## config.mk

```make
export PLATFORM = sky130hd
export DESIGN_NAME = alc_level_seq
export DESIGN_NICKNAME = d
export VERILOG_FILES = /design/src/rtl/alc_seq_pkg.sv /design/src/rtl/alc_window_timer.sv /design/src/rtl/alc_peak_capture.sv /design/src/rtl/alc_step_decider.sv /design/src/rtl/alc_level_seq.sv
export SDC_FILE = /design/constraint.sdc
export NUM_CORES = 1
export LEC_CHECK = 0
export BUFFER_PORTS_ARGS = -buffer_cell sky130_fd_sc_hd__buf_2
export CAP_MARGIN = 10
export CORE_MARGIN = 2
export CORE_UTILIZATION = 56
export DETAILED_ROUTE_END_ITERATION = 12
export PLACE_DENSITY_LB_ADDON = 0.05
export SYNTH_ARGS = -nofsm -noshare
export SYNTH_HDL_FRONTEND = slang
export SYNTH_SLANG_ARGS = --single-unit
```

## constraint.sdc

```tcl
create_clock -name clk -period 2.19 [get_ports clk]
set_input_delay 0.1095 -clock clk [delete_from_list [all_inputs] [get_ports clk]]
set_output_delay 0.1095 -clock clk [all_outputs]
set_load 0.02 [all_outputs]
```

## src/rtl/alc_seq_pkg.sv

```systemverilog
package alc_seq_pkg;
    timeunit 1ns;
    timeprecision 1ps;

    // Window phase of the update period
    typedef enum logic [0:0] {
        WIN_SETTLE = 1'b0,
        WIN_DETECT = 1'b1
    } win_state_e;

    // Step outcome taken at the end of a detect window
    typedef enum logic [1:0] {
        STEP_HOLD  = 2'd0,
        STEP_RAISE = 2'd1,  // gain up: attenuation code down
        STEP_CUT   = 2'd2   // gain down: attenuation code up
    } step_e;
endpackage

```

## src/rtl/alc_window_timer.sv

```systemverilog
module alc_window_timer
    import alc_seq_pkg::*;
#(
    parameter int SETTLE_CYC = 384,
    parameter int DETECT_CYC = 1152
) (
    input  logic       clk,
    input  logic       rst_n,
    output win_state_e state_q,
    output logic       settle_last,
    output logic       detect_last
);
    timeunit 1ns;
    timeprecision 1ps;

    localparam int LONGEST = (SETTLE_CYC > DETECT_CYC) ? SETTLE_CYC : DETECT_CYC;
    localparam int CNT_W   = $clog2(LONGEST + 1);
    localparam logic [CNT_W-1:0] SETTLE_END = CNT_W'(SETTLE_CYC - 1);
    localparam logic [CNT_W-1:0] DETECT_END = CNT_W'(DETECT_CYC - 1);

    win_state_e       state_d;
    logic [CNT_W-1:0] cnt_q;

    // State register
    always_ff @(posedge clk or negedge rst_n) begin
        if (!rst_n) begin
            state_q <= WIN_SETTLE;
        end else begin
            state_q <= state_d;
        end
    end

    // Next state
    always_comb begin
        state_d = state_q;
        unique case (state_q)
            WIN_SETTLE: if (cnt_q == SETTLE_END) state_d = WIN_DETECT;
            WIN_DETECT: if (cnt_q == DETECT_END) state_d = WIN_SETTLE;
            default:    state_d = WIN_SETTLE;
        endcase
    end

    // Cycle counter within the current window
    always_ff @(posedge clk or negedge rst_n) begin
        if (!rst_n) begin
            cnt_q <= '0;
        end else if (state_d != state_q) begin
            cnt_q <= '0;
        end else begin
            cnt_q <= cnt_q + CNT_W'(1);
        end
    end

    // Outputs
    always_comb begin
        settle_last = 1'b0;
        detect_last = 1'b0;
        unique case (state_q)
            WIN_SETTLE: settle_last = (cnt_q == SETTLE_END);
            WIN_DETECT: detect_last = (cnt_q == DETECT_END);
            default: ;
        endcase
    end
endmodule

```

## src/rtl/alc_peak_capture.sv

```systemverilog
module alc_peak_capture (
    input  logic clk,
    input  logic rst_n,
    input  logic clear,
    input  logic sample,
    input  logic peak_ge_low,
    input  logic peak_gt_high,
    output logic lo_seen,
    output logic hi_seen,
    output logic lo_any,
    output logic hi_any
);
    timeunit 1ns;
    timeprecision 1ps;

    // Sticky flags, cleared right before a detect window opens
    always_ff @(posedge clk or negedge rst_n) begin
        if (!rst_n) begin
            lo_seen <= 1'b0;
            hi_seen <= 1'b0;
        end else if (clear) begin
            lo_seen <= 1'b0;
            hi_seen <= 1'b0;
        end else if (sample) begin
            lo_seen <= lo_seen | peak_ge_low;
            hi_seen <= hi_seen | peak_gt_high;
        end
    end

    // Include the current cycle so the last detect cycle counts too
    always_comb begin
        lo_any = lo_seen | (sample & peak_ge_low);
        hi_any = hi_seen | (sample & peak_gt_high);
    end
endmodule

```

## src/rtl/alc_step_decider.sv

```systemverilog
module alc_step_decider
    import alc_seq_pkg::*;
#(
    parameter int GAIN_W = 5
) (
    input  logic              clk,
    input  logic              rst_n,
    input  logic              commit,
    input  logic              lo_any,
    input  logic              hi_any,
    output logic [GAIN_W-1:0] code_q
);
    timeunit 1ns;
    timeprecision 1ps;

    localparam logic [GAIN_W-1:0] CODE_MAX = '1;
    localparam logic [GAIN_W-1:0] CODE_MIN = '0;

    step_e             step;
    logic [GAIN_W-1:0] code_d;

    // Three-way decision between the two thresholds
    always_comb begin
        if (hi_any) begin
            step = STEP_CUT;
        end else if (!lo_any) begin
            step = STEP_RAISE;
        end else begin
            step = STEP_HOLD;
        end
    end

    // Saturating next code
    always_comb begin
        code_d = code_q;
        unique case (step)
            STEP_CUT:   if (code_q != CODE_MAX) code_d = code_q + GAIN_W'(1);
            STEP_RAISE: if (code_q != CODE_MIN) code_d = code_q - GAIN_W'(1);
            STEP_HOLD:  code_d = code_q;
            default:    code_d = code_q;
        endcase
    end

    always_ff @(posedge clk or negedge rst_n) begin
        if (!rst_n) begin
            code_q <= CODE_MAX;
        end else if (commit) begin
            code_q <= code_d;
        end
    end
endmodule

```

## src/rtl/alc_level_seq.sv

```systemverilog
module alc_level_seq
    import alc_seq_pkg::*;
#(
    parameter int GAIN_W     = 5,
    parameter int SETTLE_CYC = 384,
    parameter int DETECT_CYC = 1152
) (
    input  logic              clk,
    input  logic              rst_n,
    input  logic              peak_ge_low,
    input  logic              peak_gt_high,
    output logic [GAIN_W-1:0] atten_code,
    output logic              win_detect
);
    timeunit 1ns;
    timeprecision 1ps;

    win_state_e win_state;
    logic       settle_last;
    logic       detect_last;
    logic       lo_seen;
    logic       hi_seen;
    logic       lo_any;
    logic       hi_any;

    alc_window_timer #(
        .SETTLE_CYC (SETTLE_CYC),
        .DETECT_CYC (DETECT_CYC)
    ) u_timer (
        .clk         (clk),
        .rst_n       (rst_n),
        .state_q     (win_state),
        .settle_last (settle_last),
        .detect_last (detect_last)
    );

    alc_peak_capture u_capture (
        .clk          (clk),
        .rst_n        (rst_n),
        .clear        (settle_last),
        .sample       (win_state == WIN_DETECT),
        .peak_ge_low  (peak_ge_low),
        .peak_gt_high (peak_gt_high),
        .lo_seen      (lo_seen),
        .hi_seen      (hi_seen),
        .lo_any       (lo_any),
        .hi_any       (hi_any)
    );

    alc_step_decider #(
        .GAIN_W (GAIN_W)
    ) u_decider (
        .clk    (clk),
        .rst_n  (rst_n),
        .commit (detect_last),
        .lo_any (lo_any),
        .hi_any (hi_any),
        .code_q (atten_code)
    );

    assign win_detect = (win_state == WIN_DETECT);
endmodule

```

* After elaboration in Yosys (flattened, before gate mapping)
Cells that the tools add are included.
** Word-level totals
- Register bits after elaboration :: 19
- Latch bits :: 0
- Bits in writable memories :: 0
- Memory bits (read-only) :: 0
- Output and inout bits :: 6
- Logic and storage cells :: 42
- Memories kept :: 0
** Operators by class
- $add $sub $neg :: 3
- $mul :: 0
- Divide/modulo/power cells :: 0
- $lt $le $gt $ge :: 0
- Equal/unequal tests :: 8
- Shifts and indexed selects :: 0
- Mux-type cells :: 15
- Bitwise operators :: 7
- Reductions and logical operators :: 4
** Operators with widths (number)
- 11-bit by 1-bit adder with 11-bit output, second input constant :: 1
- 11-bit equality test, second input constant :: 1
- 11-bit by 9-bit equality test with 1-bit output, second input constant :: 1
- 11-bit 2-to-1 mux :: 1
- 5-bit 2-to-1 mux :: 2
- 5-bit case mux with 2 select lines :: 1
- 1-bit 2-to-1 mux :: 9
- 5-bit by 1-bit adder with 5-bit output, second input constant :: 1
- 5-bit != test, second input constant :: 1
- 5-bit nonzero test :: 1
- 5-bit by 1-bit subtractor with 5-bit output, second input constant :: 1
- 2-bit by 1-bit != test with 1-bit output, second input constant :: 2
- 1-bit OR :: 4
- 4-bit AND reduction :: 1
- 2-bit nonzero test :: 2
- 1-bit bitwise AND :: 2
- 2-bit by 1-bit equality test with 1-bit output, second input constant :: 1
- 2-bit equality test, second input constant :: 1
- 2-bit 2-to-1 mux :: 1
- 1-bit case mux with 2 select lines :: 1
- 1-bit != test :: 1
- 1-bit inverter :: 1

* Logic depth before layout (Yosys ltp)
Gate-level depths: netlist of the first run.
- Depth after elaboration :: 7
- Depth in mapped cells :: 10
- Gate-level depth less buffers :: 9

* By module
Synthesis of the first run repeated with hierarchy kept, for this count alone.
** Second synthesis, totals
- Cell total of the unflattened synthesis :: 105
- Area, all modules :: 1087.3 µm²
** By module, submodules not included
- alc_window_timer :: instances 1, cells each 66, area an instance 649.4 µm²
- alc_step_decider :: instances 1, cells each 33, area an instance 345.3 µm²
- alc_peak_capture :: instances 1, cells each 6, area an instance 92.6 µm²

* Worst setup path before layout of the first run
OpenSTA, ideal clock, no wires.
- Kind :: register to register
- From :: register u_timer.state_q
- To :: register u_decider.code_q[4]
- Library setup time :: 0.083 ns
- Arrival time :: 1.849 ns
- Data required time :: 2.107 ns
- Setup slack :: 0.258 ns
- Stages on the path, launching flop included :: 11
- Buffers on the path :: 1
- Period minus slack after synthesis :: 1.932 ns
- Cells stage by stage :: dfrtp_1 -> buf_6 -> o21ai_2 -> nand2_1 -> inv_1 -> ha_1 -> nor2b_1 -> o21ai_0 -> a21o_1 -> o2111ai_1 -> xnor2_1
** On the way
- Cells in the longest elaborated chain, start to end :: 7
- Elaborated cells on any way between the ends :: 14
- Classes of those cells :: 4 x eq/ne; 4 x mux; 4 x bitwise; 2 x reduce/logical
** RTL lines
- start: declaration :: line alc_window_timer.sv:9 : output win_state_e state_q,
- start signal: assignment :: line alc_window_timer.sv:29 : state_q <= state_d;
- 1-bit bitwise AND :: line alc_peak_capture.sv:32 : lo_any = lo_seen | (sample & peak_ge_low);
- 1-bit OR :: line alc_peak_capture.sv:32
- 1-bit 2-to-1 mux :: line alc_step_decider.sv:26 : end else if (!lo_any) begin
- 2-bit 2-to-1 mux :: line alc_step_decider.sv:24 : if (hi_any) begin
- 2-bit by 1-bit equality test with 1-bit output / 2-bit equality test (equally long branches) :: line alc_step_decider.sv:36 : unique case (step)
- 2-bit by 1-bit != test with 1-bit output (no source line) / 2-bit nonzero test (equally long branches)
- 4-bit AND reduction (no source line)
- end signal: assignment :: line alc_step_decider.sv:48 : code_q <= code_d;
- end: declaration :: line alc_step_decider.sv:11 : output logic [GAIN_W-1:0] code_q
Several ways; a longest one is shown, not always the timed one.
A chain may end at the register's enable or synchronous reset.

* Worst setup path after layout of the first run
- From :: register u_capture.hi_seen
- To :: register u_decider.code_q[4]
** On the way
- Cells in the longest elaborated chain, start to end :: 5
- Elaborated cells on any way between the ends :: 9
- Classes of those cells :: 4 x eq/ne; 2 x mux; 1 x bitwise; 2 x reduce/logical
** RTL lines
- start: declaration :: line alc_peak_capture.sv:9 : output logic hi_seen,
- start signal: assignment :: line alc_peak_capture.sv:26 : hi_seen <= hi_seen | peak_gt_high;
- 1-bit OR (*) :: line alc_peak_capture.sv:33 : hi_any = hi_seen | (sample & peak_gt_high);
- 2-bit 2-to-1 mux (*) :: line alc_step_decider.sv:24
- 2-bit by 1-bit equality test with 1-bit output / 2-bit equality test (equally long branches) :: line alc_step_decider.sv:36
- 2-bit by 1-bit != test with 1-bit output (no source line) / 2-bit nonzero test (equally long branches)
- 4-bit AND reduction (no source line)
Every way passes the cells marked *; elsewhere a longest branch is shown, timed or not.

==> impl_metrics.ini, run 1 <==
[clocking]
cts-root-buf = clkbuf_4
cts_tree = yes
clock_path_buffers = 2
ctsHoldBuffers = 1
postCtsSetupBuffers = 0
numCtsBuffers = 3
clk_latency_ns = 0.30
cts_resized = 0
path_clk_slew_ns = 0.11
cts_max_level = 1
clock_sinks = 19

[power]
swShare_pct = 21.99
p_leak_uw = 0.0005499
p_int_uw = 422.5
p_per_area_nw_per_um2 = 476.2
power.total_uw = 541.6
p_comb_share_pct = 2.1
power.clock.fraction_pct = 33.0
irDropWorstVdd_uv = 396.5
seqPwrFrac_pct = 64.8
p_sw_uw = 119.1

[critical_path]
worstRegToRegCells = 9
rrSetupSlack_ns = 0.30
critPathCaptureType = register
r2r_end = u_decider.code_q[4]$_DFFE_PN1P_
cp_max_fo = 5
criticalPathCategory = reg2reg
required_ns = 2.42
r2r-start = u_capture.hi_seen$_DFFE_PN0P_
startpoint_type = register
cp_data_arrival_time_ns = 2.13

[detailed_routing]
num_vias = 712
antenna_left = 0
post_drt_wl_per_cell_um = 12.61
drt_wl_total_um = 1728
drtIter0Drc = 5
drc = 0
first_pass_iters = 4
viasPerCell = 5.197

[sta]
rsz0062_at_grt = no
skew_ns = 0.007388
setup_viol = 0
tns_ns = 0
slew_headroom_pct = 60.89
finalHoldViolCount = 0
period_minus_slack_ns = 1.893
final-max-slew-violation-count = 0
fmax_ghz = 0.5282
worst_slack_ns = 0.2968
worst_pin_slew_ns = 0.5867
fin_crit_sh_pct = 86.45

[global_route]
grt-ovfl-total = 0
grt_pass1_vias = 638
grt_start_max_net_pins = 20
grtUsageMet1_pct = 25.12
use_met3_pct = 3.462
groute.usage.overall_pct = 17.85
grtUsageMet2_pct = 26.58
grt-busiest-layer = met2
grt_first_pass_wirelength_um = 2704
antenna_found_initial = 0

[yosys]
synth-xor-area-share_pct = 11.08
synth_mux_area_share_pct = 3.167
ys_seq_area_share_pct = 46.89
synth_cell_types = 29
yosys.area_share.adder_pct = 6.821
avgSynthCellArea_um2 = 10.48
ys_seq_elements = 19
yosys_warnings = 0
yosys.area_share.simple_pct = 20.10
synth_top_family_by_area = simple AND/OR/NAND/NOR gates
synth_compound_area_share_pct = 9.013
synth_nets = 107
syn_area_um2 = 1027
syn_inst = 98

[finish]
seq_area_um2 = 481.7
nets = 122
layout-drive-gt1-share_pct = 24.11
syn_to_final_growth_pct = 10.72
stdcell_area_um2 = 1137
multi_input_area_um2 = 515.5
n_fill_cell = 158
diodes = 0

[min_path]
min_from = peak_ge_low
hp-class = in2reg
min_to = u_capture.lo_seen$_DFFE_PN0P_
hold_depth = 3

[status]
status = finished, final reports clean

[place]
dp_slack_ns = 0.3075
port_buffers = 9
place_congestion = 0.7745
postPlaceCellArea_um2 = 1100

[die]
boundaryPins = 10
die_w_um = 46.83
row_count = 15
core_area_um2 = 1727
die_h_um = 46.83
die-area_um2 = 2193
initial_core_util_pct = 59.49

[flow_run]
max_cap_violations = 0
[final cells by class]
class | count | share of cell area, %
Multi-Input combinational cell | 73 | 45.32
Sequential cell | 19 | 42.35
Timing Repair Buffer | 11 | 5.501
Tap cell | 25 | 2.750
Clock buffer | 3 | 1.980
Inverter | 5 | 1.650
Clock inverter | 1 | 0.4400
[placed cells by master, fill, tap and decap left out, drive strengths merged, types with 2 or more instances in the layout]
master	count
o21ai	6
dfstp	5
xnor2	9
ha	4
nor2	11
nor2b	2
and2	2
a21o	2
nand3	7
inv	5
mux2	2
buf	10
a21oi	5
nand2	6
dfrtp	14
xor2	4
and3	5
clkbuf	3
[critical path, cell delays in order, from the launching register on]
cell and delay (ns):
dfrtp_1 0.42, nor2_1 0.09, nand2_1 0.13, inv_1 0.13
ha_1 0.27, nor2b_1 0.14, o21ai_0 0.20, a21o_1 0.15
o2111ai_1 0.12, xnor2_1 0.18
[how the worst max path moves through the flow]
stage / from / endpoint / slack, ns
floorplan: u_timer.state_q$_DFF_PN0_ / u_decider.code_q[4]$_DFFE_PN1P_ / 0.26
global route: u_timer.state_q$_DFF_PN0_ / u_decider.code_q[4]$_DFFE_PN1P_ / 0.08
detailed placement: u_capture.hi_seen$_DFFE_PN0P_ / u_decider.code_q[4]$_DFFE_PN1P_ / 0.31
CTS: u_capture.hi_seen$_DFFE_PN0P_ / u_decider.code_q[4]$_DFFE_PN1P_ / 0.28
global placement: u_capture.hi_seen$_DFFE_PN0P_ / u_decider.code_q[4]$_DFFE_PN1P_ / 0.38
finish: u_capture.hi_seen$_DFFE_PN0P_ / u_decider.code_q[4]$_DFFE_PN1P_ / 0.30
[registers in the layout, summed over array words and instances (netlist names)]
register,cells
u_capture.hi_seen,1
u_capture.lo_seen,1
u_decider.code_q,5
u_timer.cnt_q,11
u_timer.state_q,1
[cells in the mapped netlist]
cell / count / share of area [%]
a21o_1: 2 / 1.5
a21oi_1: 5 / 2.4
a31oi_1: 1 / 0.61
and2_1: 2 / 1.2
and3_1: 3 / 1.8
and3_2: 2 / 1.5
and4_2: 1 / 0.97
buf_6: 1 / 1.1
dfrtp_1: 14 / 34
dfstp_2: 5 / 13
fa_1: 1 / 1.9
ha_1: 4 / 4.9
inv_1: 5 / 1.8
mux2_1: 2 / 2.2
mux2i_1: 1 / 0.97
nand2_1: 6 / 2.2
nand3_1: 6 / 2.9
nand3_2: 1 / 0.97
nand3b_1: 1 / 0.73
nor2_1: 10 / 3.7
nor2_4: 1 / 1.1
nor2b_1: 2 / 1.2
nor3b_2: 1 / 1.2
nor4_1: 1 / 0.61
o2111ai_1: 1 / 0.85
o21ai_0: 4 / 1.9
o21ai_2: 2 / 1.7
xnor2_1: 9 / 7.7
xor2_1: 4 / 3.4
[power by group through the flow]
stage	registers, µW	clock network (µW)	logic, µW
2_1_floorplan	358	0	0.365
3_3_place_gp	358	0	10.5
3_5_place_dp	358	0	10.6
4_1_cts	351	184	12.0
5_1_grt	351	199	13.6
6_report	351	179	11.5
[layer usage]
metal  share of wire, %  vias up
met5                  0        -
met4                1.9        0
met3                1.8        4
met2                 46        7
met1                 50      337
li1                   -      364
[stage by stage]
stage,std cells,util [%],hold slack [ns]
floorplan,98,-,-0.1861
global placement,132,63.70,0.06285
detailed placement,132,63.70,0.06410
CTS,137,65.87,0.03257
global route,137,65.87,0.04996
finish,137,65.87,0.03978
[kinds of logic (layout without fill, tap and decap cells)]
logic type      Yosys count  after routing
mux                       3              3
buf+inv                   6             20
simple gates             37             37
xor+xnor                 13             13
fa+ha+maj                 5              5
flops                    19             19
compound gates           15             15
Note: power is estimated with default switching activity, not from simulation.
==> run 2, diff against run 1 <==
--- a/config.mk
+++ b/config.mk
@@ -5,12 +5,14 @@
 export SDC_FILE = /design/constraint.sdc
 export NUM_CORES = 1
 export LEC_CHECK = 0
+export ABC_AREA = 1
 export BUFFER_PORTS_ARGS = -buffer_cell sky130_fd_sc_hd__buf_2
 export CAP_MARGIN = 10
 export CORE_MARGIN = 2
-export CORE_UTILIZATION = 56
+export CORE_UTILIZATION = 58
 export DETAILED_ROUTE_END_ITERATION = 12
 export PLACE_DENSITY_LB_ADDON = 0.05
+export SKIP_CTS_REPAIR_TIMING = 1
 export SYNTH_ARGS = -nofsm -noshare
 export SYNTH_HDL_FRONTEND = slang
 export SYNTH_SLANG_ARGS = --single-unit
==> impl_metrics.ini, run 2 <==
[finish]
nets = 182
layout-drive-gt1-share_pct = 15.70
syn_to_final_growth_pct = 9.777
layout_commonest_cell = nand2_1
layout_common_cells = nand2_1, inv_1, nor2_1
largest_reg_flops = 11
top_register = u_timer.cnt_q
diodes = 0
reg_top3 = u_timer.cnt_q: 11 flops, u_decider.code_q: 5 flops
n_fill_cell = 174

[yosys]
yosys.area_share.adder_pct = 5.951
synthArstFlopShare_pct = 100.0
synth_compound_area_share_pct = 3.401
synth_nets = 167
synth-xor-area-share_pct = 5.207
synth_top_cell_by_area = dfrtp_1
synth_top_area_share_pct = 29.76
synth_mux_area_share_pct = 0
ys_seq_area_share_pct = 40.91
ys_seq_elements = 19
synth_edf_count = 0
avgSynthCellArea_um2 = 7.452
synthTopCellsByCount = nand2_1, inv_1, nor2_1
synthMostInstantiatedCell = nand2_1
yosys.area_share.simple_pct = 34.96
synth_top_family_by_area = simple AND/OR/NAND/NOR gates
synth_ff_type = dfrtp_1
yosys_warnings = 0
syn_inst = 158
syn_area_um2 = 1177
synth_cell_types = 22
synth_area_leaders = dfrtp_1, nand2_1, dfstp_2

[power]
irDropWorstVdd_uv = 331.8
p_leak_uw = 0.0007258
power.total_uw = 544.6
p_per_area_nw_per_um2 = 421.3

[sta]
worst_pin_slew_ns = 0.4309
fmax_ghz = 0.5340
holdWs_ns = 0.1331
setup_viol = 0
final-max-slew-violation-count = 0
tns_ns = 0
rsz0062_at_grt = no
finalHoldViolCount = 0
fin_crit_sh_pct = 85.51
slew_headroom_pct = 71.27
skew_ns = 0.009690
period_minus_slack_ns = 1.873

[critical_path]
cp_max_fo = 8
crit_cells = 12
criticalPathCategory = reg2reg
critPathCaptureType = register
worst_path_max_delay_cell = dfrtp_1
cp_slowest_stage_delay_ns = 0.46
critPathTopFamily = simple AND/OR/NAND/NOR gates
path_cells = nand2_1 -> nand2_2 -> nor2_1 -> ha_1 -> nand2_1 -> nor2_1 -> nor2_1 -> inv_1 -> nand2_1 -> nand2_1 -> nand2_1 -> nand2_1
startpoint_type = register
worstRegToRegCells = 12
cp_num_buf_inv = 1
cp_data_arrival_time_ns = 2.12
path_common_cell = nand2_1
required_ns = 2.44

[die]
core_area_um2 = 1942
die_w_um = 49.06
row_count = 16
die-area_um2 = 2406
initial_core_util_pct = 60.63
boundaryPins = 10
die_h_um = 49.06

[min_path]
hp-class = in2reg
hold_depth = 3

[place]
port_buffers = 9
dp_hpwl_um = 1556
place_congestion = 0.8675

[clocking]
path_clk_slew_ns = 0.11
cts_tree = yes
clk_latency_ns = 0.31
cts_max_level = 1
clock_sinks = 19
clock_path_buffers = 2
numCtsBuffers = 3
cts-root-buf = clkbuf_4

[flow_run]
max_cap_violations = 0

[detailed_routing]
antenna_left = 0
drtIter0Drc = 13
viasPerCell = 4.824
post_drt_wl_per_cell_um = 10.36
drc = 0
first_pass_iters = 4
num_vias = 960
drt_wl_total_um = 2062

[status]
status = finished, final reports clean

[global_route]
antenna_found_initial = 0
grt_pass1_vias = 910
grt_first_pass_wirelength_um = 3746
grt-ovfl-total = 0
grt_start_max_net_pins = 20
groute.usage.overall_pct = 20.25
[run 2: cell families after synthesis]
kind of cell / Yosys count
buf+inv: 30
flops: 19
xor+xnor: 7
compound gates: 8
simple gates: 89
fa+ha+maj: 5
[run 2: report_power, final]
part / switching, µW / internal, µW / leakage, µW / total, µW
logic: 7.59 / 3.05 / 0.000483 / 10.6
clock network: 112 / 71.1 / 0.0000150 / 183
registers: 0 / 351 / 0.000228 / 351
[run 2: layer usage]
layer	routed length [µm]	vias to the layer above	global-route usage, %
li1	-	509	-
met1	997	431	26.06
met2	933	15	32.88
met3	86	5	3.681
met4	44	0	10.00
met5	0	-	0
[run 2: cell type report]
class / instances / area, µm² / area share (%)
inverter: 30 / 112.6 / 8.712
sequential: 19 / 481.7 / 37.27
tap: 27 / 33.78 / 2.614
multi-input combinational: 109 / 583.1 / 45.11
timing repair buffer: 10 / 55.05 / 4.259
clock buffer: 4 / 26.28 / 2.033
[run 2: final timing paths]
path	from	to	slack, ns
worst max-delay path	u_timer.state_q$_DFF_PN0_	u_decider.code_q[4]$_DFFE_PN1P_	0.32
min in group asynchronous	rst_n	u_capture.hi_seen$_DFFE_PN0P_	0.27
worst max register to register	u_timer.state_q$_DFF_PN0_	u_decider.code_q[4]$_DFFE_PN1P_	0.32
worst min-delay path	peak_gt_high	u_capture.hi_seen$_DFFE_PN0P_	0.13
worst min register to register	u_timer.cnt_q[0]$_DFF_PN0_	u_timer.cnt_q[0]$_DFF_PN0_	0.47
max in group asynchronous	rst_n	u_decider.code_q[0]$_DFFE_PN1P_	1.59
[run 2: worst min-delay path: cells and delay by family]
| family | cells | cell delay, ns |
|---|---|---|
| compound gates | 1 | 0.11 |
| buf+inv | 1 | 0.09 |
| simple gates | 1 | 0.10 |
[run 2: metrics by stage]
step	cells	util [%]	instance area [µm²]	setup slack [ns]
finish	199	66.56	1292	0.3173
global route	199	66.56	1292	0.08076
CTS	198	66.04	1282	0.3327
detailed placement	194	64.69	1256	0.3433
global placement	194	64.69	1256	0.4192
floorplan	158	-	1177	0.4272
==> run 3, diff against run 2 <==
--- a/config.mk
+++ b/config.mk
@@ -12,6 +12,7 @@
 export CORE_UTILIZATION = 58
 export DETAILED_ROUTE_END_ITERATION = 12
 export PLACE_DENSITY_LB_ADDON = 0.05
+export RECOVER_POWER = 50
 export SKIP_CTS_REPAIR_TIMING = 1
 export SYNTH_ARGS = -nofsm -noshare
 export SYNTH_HDL_FRONTEND = slang
==> impl_metrics.ini, run 3 (synthesized netlist as in run 2, its figures left out) <==
[detailed_routing]
viasPerCell = 4.859
drc = 0
num_vias = 967
drtIter0Drc = 10
antenna_left = 0
post_drt_wl_per_cell_um = 10.34
first_pass_iters = 4
drt_wl_total_um = 2058

[place]
port_buffers = 9
place_congestion = 0.8675
dp_cells = 194
dp_slack_ns = 0.3433
dp_hpwl_um = 1556

[finish]
layout_commonest_cell = nand2_1
largest_reg_flops = 11
nets = 182
fin_cells = 199
top_register = u_timer.cnt_q
layout_common_cells = nand2_1, inv_1, nor2_1
reg_top3 = u_timer.cnt_q: 11 flops, u_decider.code_q: 5 flops
layout-drive-gt1-share_pct = 13.95
diodes = 0
syn_to_final_growth_pct = 9.139

[clocking]
cts-root-buf = clkbuf_4
cts_max_level = 1
cts_tree = yes
path_clk_slew_ns = 0.11
numCtsBuffers = 3
clock_path_buffers = 2
clock_sinks = 19
clk_latency_ns = 0.31

[critical_path]
cp_max_fo = 8
path_cells = nand2_1 -> nand2_2 -> nor2_1 -> ha_1 -> nand2_1 -> nor2_1 -> nor2_1 -> inv_1 -> nand2_1 -> nand2_1 -> nand2_1 -> nand2_1
critPathCaptureType = register
path_common_cell = nand2_1
cp-startpoint = u_timer.state_q$_DFF_PN0_
r2r-start = u_timer.state_q$_DFF_PN0_
required_ns = 2.44
cp_slowest_stage_delay_ns = 0.46
worst_path_max_delay_cell = dfrtp_1
rrSetupSlack_ns = 0.31
criticalPathCategory = reg2reg
startpoint_type = register
cp_data_arrival_time_ns = 2.13

[status]
status = finished, final reports clean

[sta]
finalHoldViolCount = 0
worst_slack_ns = 0.3122
worst_pin_slew_ns = 1.029
holdWs_ns = 0.1331
skew_ns = 0.01008
fmax_ghz = 0.5325
tns_ns = 0
rsz0062_at_grt = no
slew_headroom_pct = 31.40
fin_crit_sh_pct = 85.75
final-max-slew-violation-count = 0
period_minus_slack_ns = 1.878
setup_viol = 0

[die]
core_area_um2 = 1942
die_w_um = 49.06
row_count = 16
boundaryPins = 10
die_h_um = 49.06
die-area_um2 = 2406
initial_core_util_pct = 60.63

[global_route]
grt-ovfl-total = 0
antenna_found_initial = 0
grt_start_max_net_pins = 20
grt_first_pass_wirelength_um = 3746
groute.usage.overall_pct = 20.25
grt_pass1_vias = 910

[min_path]
hp-class = in2reg
min_from = peak_gt_high

[flow_run]
max_cap_violations = 0

[power]
p_per_area_nw_per_um2 = 423.8
irDropWorstVdd_uv = 332.4
p_leak_uw = 0.0007186
## run 3: changes by cell type in the layout (fill, tap and decap cells not counted), sizes merged
cell	before	now
buf	9	7
clkbuf	4	6
## run 3: path summary, 6_finish.rpt
path,to,cells past startpoint
worst min-delay path,u_capture.hi_seen$_DFFE_PN0P_,3
max in group asynchronous,u_timer.cnt_q[1]$_DFF_PN0_,2
worst min register to register,u_timer.cnt_q[0]$_DFF_PN0_,1
worst max-delay path,u_decider.code_q[4]$_DFFE_PN1P_,12
min in group asynchronous,u_capture.hi_seen$_DFFE_PN0P_,2
worst max register to register,u_decider.code_q[4]$_DFFE_PN1P_,12
## run 3: area by class of cell
type	instances	area (µm²)
Timing Repair Buffer	10	52.55
Multi-Input combinational cell	109	578.1
Inverter	30	112.6
Tap cell	27	33.78
Fill cell	175	656.9
Sequential cell	19	481.7
Clock buffer	4	26.28
## run 3: per-stage QoR
stage	instance area [µm²]	util (%)	power, µW
6_report	1285	66.17	544.6
5_1_grt	1285	66.17	566.4
4_1_cts	1282	66.04	554.1
3_5_place_dp	1256	64.69	367.3
3_3_place_gp	1256	64.69	366.9
2_1_floorplan	1177	-	357.7
## run 3: critical path: cells and delay by family (launching register included)
kind                     cells  cell delay, ns
AND/OR/NAND/NOR             10            0.95
flip-flops                   1            0.46
adder cells (fa/ha/maj)      1            0.35
buffers and inverters        1            0.06
## run 3: routing by layer
metal  wire length (µm)  global-route usage (%)  up-vias  share of wire, %
met5                  0                       0        -                 0
met4                 44                   10.00        0               2.1
met3                 65                   3.681        5               3.2
met2                933                   32.88       13                45
met1               1015                   26.06      438                49
li1                   -                       -      511                 -
## run 3: power breakdown
group	internal, µW	switching, µW
Sequential	351	0
Clock	71.2	112
Combinational	2.78	7.60
Total	425	119
